--- config.mk ---
export PLATFORM = sky130hd
export DESIGN_NAME = stream_xlat_cache
export DESIGN_NICKNAME = d
export VERILOG_FILES = /design/src/rtl/xc_pkg.sv /design/src/rtl/xc_slice_map.sv /design/src/rtl/xc_tag_array.sv /design/src/rtl/stream_xlat_cache.sv
export SDC_FILE = /design/constraint.sdc
export NUM_CORES = 2
export LEC_CHECK = 0
export ABC_AREA = 1
export ABC_CLOCK_PERIOD_IN_PS = 7800
export BUFFER_PORTS_ARGS = -buffer_cell sky130_fd_sc_hd__clkbuf_2
export CORE_ASPECT_RATIO = 1.1
export CORE_MARGIN = 8
export CORE_UTILIZATION = 46
export CTS_BUF_LIST = sky130_fd_sc_hd__clkbuf_4 sky130_fd_sc_hd__clkbuf_8
export DETAILED_ROUTE_END_ITERATION = 8
export GPL_TIMING_DRIVEN = 0
export MAX_ROUTING_LAYER = met4
export PLACE_DENSITY = 0.62
export SYNTH_ARGS = -nofsm -noshare
export SYNTH_HDL_FRONTEND = slang
export SYNTH_SLANG_ARGS = --single-unit
--- constraint.sdc ---
create_clock -name clk -period 7.8 [get_ports clk]
set_input_delay 0.78 -clock clk [delete_from_list [all_inputs] [get_ports clk]]
set_output_delay 0.78 -clock clk [all_outputs]
set_load 0.01 [all_outputs]
--- src/rtl/xc_pkg.sv ---
package xc_pkg;
  localparam int VA_W   = 32;
  localparam int KEY_W  = 10;
  localparam int UP_LSB = 22;
  localparam int LO_LSB = 12;

  // Select which virtual-address field forms the tag of the chosen array.
  function automatic logic [KEY_W-1:0] key_of(input logic arr, input logic [VA_W-1:0] va);
    return arr ? va[LO_LSB +: KEY_W] : va[UP_LSB +: KEY_W];
  endfunction
endpackage

--- src/rtl/xc_slice_map.sv ---
module xc_slice_map #(
  parameter int NS      = 16,
  parameter int SW      = 6,
  parameter int BASE    = 'h0C,
  parameter int MAX_BLK = 31,
  parameter int AW      = 8,
  parameter int DW      = 32
)(
  input  logic                  clk,
  input  logic                  rst_n,
  input  logic                  cfg_we,
  input  logic [AW-1:0]         cfg_addr,
  input  logic [DW-1:0]         cfg_wdata,
  output logic [NS-1:0][SW-1:0] starts,
  output logic                  bad_wr
);
  localparam int SIW = $clog2(NS);

  int             off;
  logic           sel;
  logic [SIW-1:0] idx;

  always_comb begin
    off = int'(cfg_addr) - BASE;
    sel = cfg_we && (off >= 0) && (off < 4 * NS) && (off[1:0] == 2'b00);
    idx = off[SIW+1:2];
  end

  assign bad_wr = sel && (cfg_wdata > DW'(MAX_BLK));

  always_ff @(posedge clk or negedge rst_n) begin
    if (!rst_n)
      starts <= '0;
    else if (sel && !bad_wr)
      starts[idx] <= cfg_wdata[SW-1:0];
  end
endmodule

--- src/rtl/xc_tag_array.sv ---
module xc_tag_array #(
  parameter int NS = 16,
  parameter int NE = 32,
  parameter int SW = 6,
  parameter int KW = 10,
  parameter int FW = 32
)(
  input  logic                   clk,
  input  logic                   rst_n,
  input  logic                   inv,
  input  logic [NS-1:0][SW-1:0]  starts,
  input  logic [$clog2(NS)-1:0]  lk_stream,
  input  logic [KW-1:0]          lk_key,
  output logic                   lk_hit,
  output logic [FW-1:0]          lk_data,
  input  logic                   fl_en,
  input  logic [$clog2(NS)-1:0]  fl_stream,
  input  logic [KW-1:0]          fl_key,
  input  logic [FW-1:0]          fl_data,
  output logic                   fill_do,
  output logic [$clog2(NE)-1:0]  fill_idx
);
  localparam int IW  = $clog2(NE);
  localparam int SIW = $clog2(NS);

  // Slice end: next stream's start, or the array size for the last stream.
  function automatic logic [SW-1:0] end_of(input logic [NS-1:0][SW-1:0] st,
                                           input logic [SIW-1:0] s);
    if (s == SIW'(NS - 1)) return SW'(NE);
    return st[s + 1'b1];
  endfunction

  function automatic logic in_slice(input int k, input logic [SW-1:0] lo,
                                    input logic [SW-1:0] hi);
    return (SW'(k) >= lo) && (SW'(k) < hi);
  endfunction

  logic [NE-1:0]         ent_v;
  logic [NE-1:0][KW-1:0] ent_k;
  logic [NE-1:0][FW-1:0] ent_d;
  logic [NS-1:0][SW-1:0] rr_ptr;

  logic [SW-1:0] ls, le, fs, fe, cand, fpos, nxt;

  // Lookup: lowest matching index inside the requester's slice wins.
  always_comb begin
    ls = starts[lk_stream];
    le = end_of(starts, lk_stream);
    lk_hit  = 1'b0;
    lk_data = '0;
    for (int k = NE - 1; k >= 0; k--) begin
      if (ent_v[k] && (ent_k[k] == lk_key) && in_slice(k, ls, le)) begin
        lk_hit  = 1'b1;
        lk_data = ent_d[k];
      end
    end
  end

  // Victim selection from the stream's round-robin pointer.
  always_comb begin
    fs      = starts[fl_stream];
    fe      = end_of(starts, fl_stream);
    cand    = fs + rr_ptr[fl_stream];
    fill_do = fl_en && !inv && (fe > fs);
    fpos    = (cand < fe) ? cand : fs;
    nxt     = ((fpos + 1'b1) >= fe) ? '0 : (fpos + 1'b1 - fs);
  end

  assign fill_idx = fpos[IW-1:0];

  always_ff @(posedge clk or negedge rst_n) begin
    if (!rst_n) begin
      ent_v  <= '0;
      rr_ptr <= '0;
    end else if (inv) begin
      ent_v <= '0;
    end else if (fill_do) begin
      ent_v[fill_idx]   <= 1'b1;
      rr_ptr[fl_stream] <= nxt;
    end
  end

  always_ff @(posedge clk) begin
    if (fill_do) begin
      ent_k[fill_idx] <= fl_key;
      ent_d[fill_idx] <= fl_data;
    end
  end
endmodule

--- src/rtl/stream_xlat_cache.sv ---
module stream_xlat_cache
  import xc_pkg::*;
#(
  parameter int NS         = 16,
  parameter int NE         = 32,
  parameter int FW         = 32,
  parameter int AW         = 8,
  parameter int BASE_UP    = 'h0C,
  parameter int BASE_LO    = 'h4C,
  parameter int INV_ADDR   = 'h00,
  parameter int MAX_BLK_UP = 31,
  parameter int MAX_BLK_LO = 31
)(
  input  logic                  clk,
  input  logic                  rst_n,
  input  logic                  cfg_we,
  input  logic [AW-1:0]         cfg_addr,
  input  logic [31:0]           cfg_wdata,
  output logic                  cfg_err,
  input  logic                  lk_arr,
  input  logic [$clog2(NS)-1:0] lk_stream,
  input  logic [VA_W-1:0]       lk_vaddr,
  output logic                  lk_hit,
  output logic [FW-1:0]         lk_frame,
  input  logic                  fl_en,
  input  logic                  fl_arr,
  input  logic [$clog2(NS)-1:0] fl_stream,
  input  logic [VA_W-1:0]       fl_vaddr,
  input  logic [FW-1:0]         fl_frame
);
  localparam int IW = $clog2(NE);
  localparam int SW = IW + 1;

  // Named internal events, also observed by the bound checker.
  logic                        inv_pulse;
  logic [KEY_W-1:0]            lk_key, fl_key;
  logic [1:0][NS-1:0][SW-1:0]  starts_a;
  logic [1:0]                  bad_a, hit_a, fdo_a, fl_en_a;
  logic [1:0][FW-1:0]          dat_a;
  logic [1:0][IW-1:0]          fidx_a;

  assign inv_pulse = cfg_we && (cfg_addr == AW'(INV_ADDR));
  assign lk_key    = key_of(lk_arr, lk_vaddr);
  assign fl_key    = key_of(fl_arr, fl_vaddr);

  for (genvar g = 0; g < 2; g++) begin : g_lvl
    localparam int BASE_G = (g == 0) ? BASE_UP : BASE_LO;
    localparam int MAX_G  = (g == 0) ? MAX_BLK_UP : MAX_BLK_LO;

    assign fl_en_a[g] = fl_en && (fl_arr == 1'(g));

    xc_slice_map #(
      .NS(NS), .SW(SW), .BASE(BASE_G), .MAX_BLK(MAX_G), .AW(AW), .DW(32)
    ) u_map (
      .clk(clk), .rst_n(rst_n), .cfg_we(cfg_we), .cfg_addr(cfg_addr),
      .cfg_wdata(cfg_wdata), .starts(starts_a[g]), .bad_wr(bad_a[g])
    );

    xc_tag_array #(
      .NS(NS), .NE(NE), .SW(SW), .KW(KEY_W), .FW(FW)
    ) u_arr (
      .clk(clk), .rst_n(rst_n), .inv(inv_pulse), .starts(starts_a[g]),
      .lk_stream(lk_stream), .lk_key(lk_key), .lk_hit(hit_a[g]), .lk_data(dat_a[g]),
      .fl_en(fl_en_a[g]), .fl_stream(fl_stream), .fl_key(fl_key), .fl_data(fl_frame),
      .fill_do(fdo_a[g]), .fill_idx(fidx_a[g])
    );
  end

  assign lk_hit   = hit_a[lk_arr];
  assign lk_frame = dat_a[lk_arr];

  always_ff @(posedge clk or negedge rst_n) begin
    if (!rst_n)
      cfg_err <= 1'b0;
    else if (|bad_a)
      cfg_err <= 1'b1;
  end
endmodule

# == Word-level counts from Yosys, hierarchy flattened ==
# Cells that the tools add are included.
# word_totals
reg_bits,3137
inputBits,150
# classes
n_addsub,10
n_lt_le_gt_ge,153
n_eq_ne,66
n_mux,196
bitwise,4
reduce_logical,225
# op_table
operator,n
$mux W32,72
$bwmux W1024,2
$bwmux W320,2
$eq A10 B10 Y1,64
$bwmux W96,4
$demux W32 S5,2
$bmux W6 S4,10
$logic_and A1 B1 Y1,214
$ge A5 B6 Y1 const A,32
$lt A5 B6 Y1 const A,32
$mux W6,23
$demux W10 S5,2
$ge A4 B6 Y1 const A,16
$lt A4 B6 Y1 const A,16
$demux W6 S4,3
$mux W1,70
$ge A32 B1 Y1 const B,2
$lt A32 B8 Y1 const B,2
$or A32 B32 Y32,2
$ge A3 B6 Y1 const A,8
$lt A3 B6 Y1 const A,8
$mux W10,4
$gt A32 B5 Y1 const B,1
$lt A4 B5 Y1 const B,6
26 further kinds,57

# == Logic depth before layout (Yosys ltp) ==
# depth
ltp_word,41
mapped_depth,56
depth_no_buf,53

# == Modules after synthesis ==
# Synthesis repeated with hierarchy kept, for this count alone.
# hier_totals
hier_cells,14823
hier_area_um2,145913.7
# by_module_without_submodules
module,instances,cells_each,area_each_um2,seq_area_each_um2
xc_tag_array at g_lvl[1].u_arr,1,6911,68429.4,43561.8
xc_tag_array at g_lvl[0].u_arr,1,6755,68303.0,43561.8
xc_slice_map at g_lvl[0].u_map,1,485,4180.3,2402.3
xc_slice_map at g_lvl[1].u_map,1,487,4176.5,2402.3
stream_xlat_cache,1,185,824.5,25.0

# == Worst setup path before layout ==
# Ideal clock, no wire load.
# synth_timing
path_kind,in2reg
from,input fl_stream[0]
to,"register g_lvl[1].u_arr.ent_d[480] (netlist bit), enable pin"
arrival_time_ns,8.780
setup_slack_ns,-1.473
cell_stages,30
n_path_buf,11
path_cell_list,clkbuf_1 > inv_1 > clkbuf_1 > clkbuf_1 > clkbuf_1 > clkbuf_1 > clkbuf_1 > clkbuf_1 > clkbuf_1 > ha_1 > inv_2 > buf_1 > clkbuf_1 > a21oi_1 > o21ai_0 > nand3_1 > nand3_1 > a21oi_1 > inv_1 > ha_1 > a21oi_1 > o221ai_1 > clkbuf_1 > o21ai_0 > inv_1 > nor2_1 > inv_1 > nor2_1 > inv_2 > nor3_1
# synth_between
elab_chain_len,6
word_cells_on_any_way,10
cone_classes,add/sub (1); order compare (1); eq/ne (1); mux (6); reduce/logical (1)
# synth_rtl
element,line,text
start: declaration,stream_xlat_cache.sv:27,"input logic [$clog2(NS)-1:0] fl_stream,"
$add A4 B1 Y4,xc_tag_array.sv:30,return st[s + 1'b1];
$bmux W6 S4,xc_tag_array.sv:30,
$mux W6 (not written as such),xc_tag_array.sv:30,
$mux W6,xc_tag_array.sv:30,
$gt A6 B6 Y1 (*),xc_tag_array.sv:64,fill_do = fl_en && !inv && (fe > fs);
$logic_and A1 B1 Y1 (*),xc_tag_array.sv:64,
end signal: indexed assignment,xc_tag_array.sv:86,ent_d[fill_idx] <= fl_data;
end: declaration,xc_tag_array.sv:40,logic [NE-1:0][FW-1:0] ent_d;
# Every way passes the cells marked *; elsewhere a longest branch is shown, timed or not. The select of a mux whose other input is x is not followed.
# A chain may end at the register's enable or synchronous reset.

# == Worst setup path in the final report ==
# layout_timing
from,input fl_stream[1]
to,register g_lvl[1].u_arr.rr_ptr[77] (netlist bit)
# layout_between
elab_chain_len,10
word_cells_on_any_way,26
cone_classes,add/sub (4); order compare (5); eq/ne (1); mux (13); reduce/logical (3)
# layout_rtl
element,line,text
$add A4 B1 Y4,xc_tag_array.sv:30,
$bmux W6 S4,xc_tag_array.sv:30,
$mux W6 (not written as such),xc_tag_array.sv:30,
$mux W6,xc_tag_array.sv:30,
$lt A6 B6 Y1,xc_tag_array.sv:65,fpos = (cand < fe) ? cand : fs;
$mux W6,xc_tag_array.sv:65,
$add A6 B1 Y6,xc_tag_array.sv:66,nxt = ((fpos + 1'b1) >= fe) ? '0 : (fpos + 1'b1 - fs);
$sub A6 B6 Y6 or $ge A6 B6 Y1 (tied branches),xc_tag_array.sv:66,
$mux W6,xc_tag_array.sv:66,
$bwmux W96,xc_tag_array.sv:79,rr_ptr[fl_stream] <= nxt;
end signal: indexed assignment,xc_tag_array.sv:79,
end: declaration,xc_tag_array.sv:41,logic [NS-1:0][SW-1:0] rr_ptr;
# Several ways; a longest one is shown, not always the timed one. The select of a mux whose other input is x is not followed.

==> flow_summary.ini <==
[outcome]
status = finished, violations left
violations = max-capacitance violations

[routing]
drc = 0
firstDrtPassIters = 7
viasPerCell = 5.59
drt-total-wl_um = 469000
num_vias = 106186
first_iter_violations = 12130
antenna_left = 0
post_drt_wl_per_cell_um = 24.7

[worst_setup_path]
reg2reg_setup_slack_ns = 1.04
crit_top_cell = nand2_1
timing.critical_path.to = g_lvl[1].u_arr.rr_ptr[77]$_DFFE_PN0P_
worstPathRequired_ns = 8.85
rr_startpoint = g_lvl[1].u_map.starts[74]$_DFFE_PN0P_
worstSetupPathType = in -> reg
r2r_end = g_lvl[1].u_arr.rr_ptr[77]$_DFFE_PN0P_
worst-path-buf-inv = 13
r2r_cells = 36
arrival_ns = 8.66
crit_path_max_incr_delay_ns = 0.45
cp_num_cells = 37
path_max_fanout = 13
startpoint = fl_stream[1]
startpoint_type = input port
critical_path.top_delay_family = buffers and inverters
cp-end-kind = flip-flop
worst_path_max_delay_cell = clkbuf_2

[placed_design]
place_area_sq_mm = 0.150
portBuffers = 157
gp_congestion = 1.08
dp.cells = 17997
hpwl_um = 325000
pre_cts_slack_ns = -6.19

[synthesis]
ys_types = 72
seq_area_frac_synth = 0.652
synth_edf_count = 2688
synth_nets = 13866
syn-instance-count = 13645
synth_top_cell_by_area = edfxtp_1
ys_ff_latch = 3137
yosysWarnings = 0
yosysMostFrequentCell = nand2_1
synth.area.top_cells = edfxtp_1, nand2_1, dfrtp_1
synth_ff_type = edfxtp_1
synth_top_area_share = 0.572
netlist_area_sq_mm = 0.141
postSynthAreaPerCell_sq_um = 10.3
netlist_top_cells_count = nand2_1, edfxtp_1, o21ai_0
async_flop_share = 0.143

[timing]
worst_pin_slew_ns = 1.49
setup_slack_ns = 0.190
setup_violations = 0
fin_crit_sh = 0.976
period_minus_slack_ns = 7.61
tns_ns = 0
hold_viol = 0
fin_skew_ns = 0.114
hold_ws_ns = 0.128
clock.fmax_mhz = 131
slew_viol_final = 0
slew_headroom = 0.00355

[clock_tree]
htree_num_levels = 6
ctsRootBufferMaster = clkbuf_8
path_clk_slew_ns = 0.06
clock_sinks = 3137
clkLatencyLatePin_ns = 1.20
tritoncts = built
clock_path_buffers = 4
numCtsBuffers = 526

[floorplan]
die_width_um = 544
core_area_sq_mm = 0.306
start_util = 0.461
fp.dieH_um = 597
io_pins = 184
dieArea_sq_mm = 0.325
num_rows = 213

[power_and_ir_drop]
p_leak_nw = 62.7
vdd_drop_max_mv = 0.183
total_power_mw = 39.5
p_per_area_mw_per_mm2 = 244

[global_route]
grt_use_total = 0.289
grt_overflow = 0
grt_pass1_wl_um = 679000
grt_pass1_vias = 101972
grt_max_degree = 104
antenna_found_initial = 22

[run]
maxCapViolations = 1

[worst_hold_path]
hp-class = in -> async

[layout]
design_area_sq_mm = 0.162
areaGrowthSynthToFinish_pct = 15.0
final_nets = 14719
drive_gt1_frac = 0.131
fill_cells = 27052
instances_no_fill = 18992
postLayoutCoreUtil = 0.531
==> cells by family (layout without fill, tap and decap cells) <==
family	count (synthesis)	count (layout)	synth area share
other	0	16	0
adder cells (fa/ha/maj)	71	71	0.00651
buffers and inverters	1906	3151	0.0541
multiplexers	42	42	0.00307
AND/OR/NAND/NOR	5313	5314	0.153
flip-flops	3137	3137	0.652
AO/OA/AOI/OAI	2967	2967	0.118
XOR/XNOR	209	209	0.0131
==> worst min-delay path by stage <==
stage / startpoint / end / slack [ns] / cells after the start
6_report: rst_n / g_lvl[0].u_arr.rr_ptr[74]$_DFFE_PN0P_ / 0.13 / 2
5_1_grt: fl_frame[6] / g_lvl[0].u_arr.ent_d[262]$_DFFE_PP_ / 0.10 / 1
4_1_cts: rst_n / g_lvl[0].u_arr.rr_ptr[74]$_DFFE_PN0P_ / 0.01 / 2
3_5_place_dp: g_lvl[1].u_map.starts[41]$_DFFE_PN0P_ / g_lvl[1].u_map.starts[41]$_DFFE_PN0P_ / 0.45 / 2
3_3_place_gp: g_lvl[1].u_map.starts[29]$_DFFE_PN0P_ / g_lvl[1].u_map.starts[29]$_DFFE_PN0P_ / 0.45 / 2
2_1_floorplan: g_lvl[1].u_map.starts[23]$_DFFE_PN0P_ / g_lvl[1].u_map.starts[23]$_DFFE_PN0P_ / 0.44 / 2
==> layout by cell type, fill, tap and decap left out, drive strengths merged, types with 92 or more instances in the layout <==
cell and n:
nand2 3652, edfxtp 2688, o21ai 1740, clkbuf 1420
inv 1127, nor2 767, a21oi 604, dfrtp 449
nand3 438, buf 401, clkinv 153, o22ai 151
nor3 146, xor2 127, or2 125, a221oi 104
nand4 92
==> worst register-to-register path: cells and delay by family (launching register included) <==
family	cells	cell delay (ns)
and+or+nand+nor	14	1.73
buffers and inverters	5	0.90
adders and majority gates	4	1.50
AOI/OAI and AO/OA	10	1.55
DFF	1	0.38
xor gates and xnor gates	3	0.58
==> power breakdown <==
part	leakage [nW]	internal (mW)	total [mW]	switching, mW
registers	30.3	19.1	19.4	0.326
logic	27.1	1.43	5.61	4.17
clock network	5.37	7.70	14.5	6.77
==> final cells by class <==
type,count,area [sq um],share of cell area
diodes,16,40.0,0.000247
plain buffers,786,4040,0.0249
clock buffers,732,9030,0.0557
clock inverters,189,1200,0.00738
inverters,1116,4230,0.0261
multi-input cells,8603,42800,0.264
flip-flops and latches,3137,92000,0.567
well taps,4085,5110,0.0315
repair buffers,328,3790,0.0234
==> flip-flops by register name, indices dropped and copies added, names as in the netlist <==
| register | cells |
|---|---|
| g_lvl.u_arr.ent_d | 2048 |
| cfg_err | 1 |
| g_lvl.u_arr.ent_k | 640 |
| g_lvl.u_arr.rr_ptr | 192 |
| g_lvl.u_arr.ent_v | 64 |
| g_lvl.u_map.starts | 192 |
==> layer usage <==
metal  routed length [um]  global-route usage  up-vias
li1                     -                   -    48921
met2               215000               0.448     4877
met1               188000               0.368    51092
met3                42200              0.0578     1296
met5                    0                   -        -
met4                24600               0.130        0
==> what timing repair did <==
item | in CTS | in global routing
endpoints found under the setup margin | 2977 | 1740
pin swaps | 11 | 20
cloned | 1 | 0
setup buffers | 15 | 30
gates resized for setup | 275 | 374
hold buffers | 16 | 0
endpoints found under the hold margin | 276 | 0
Power figures use the tool's default switching activity.
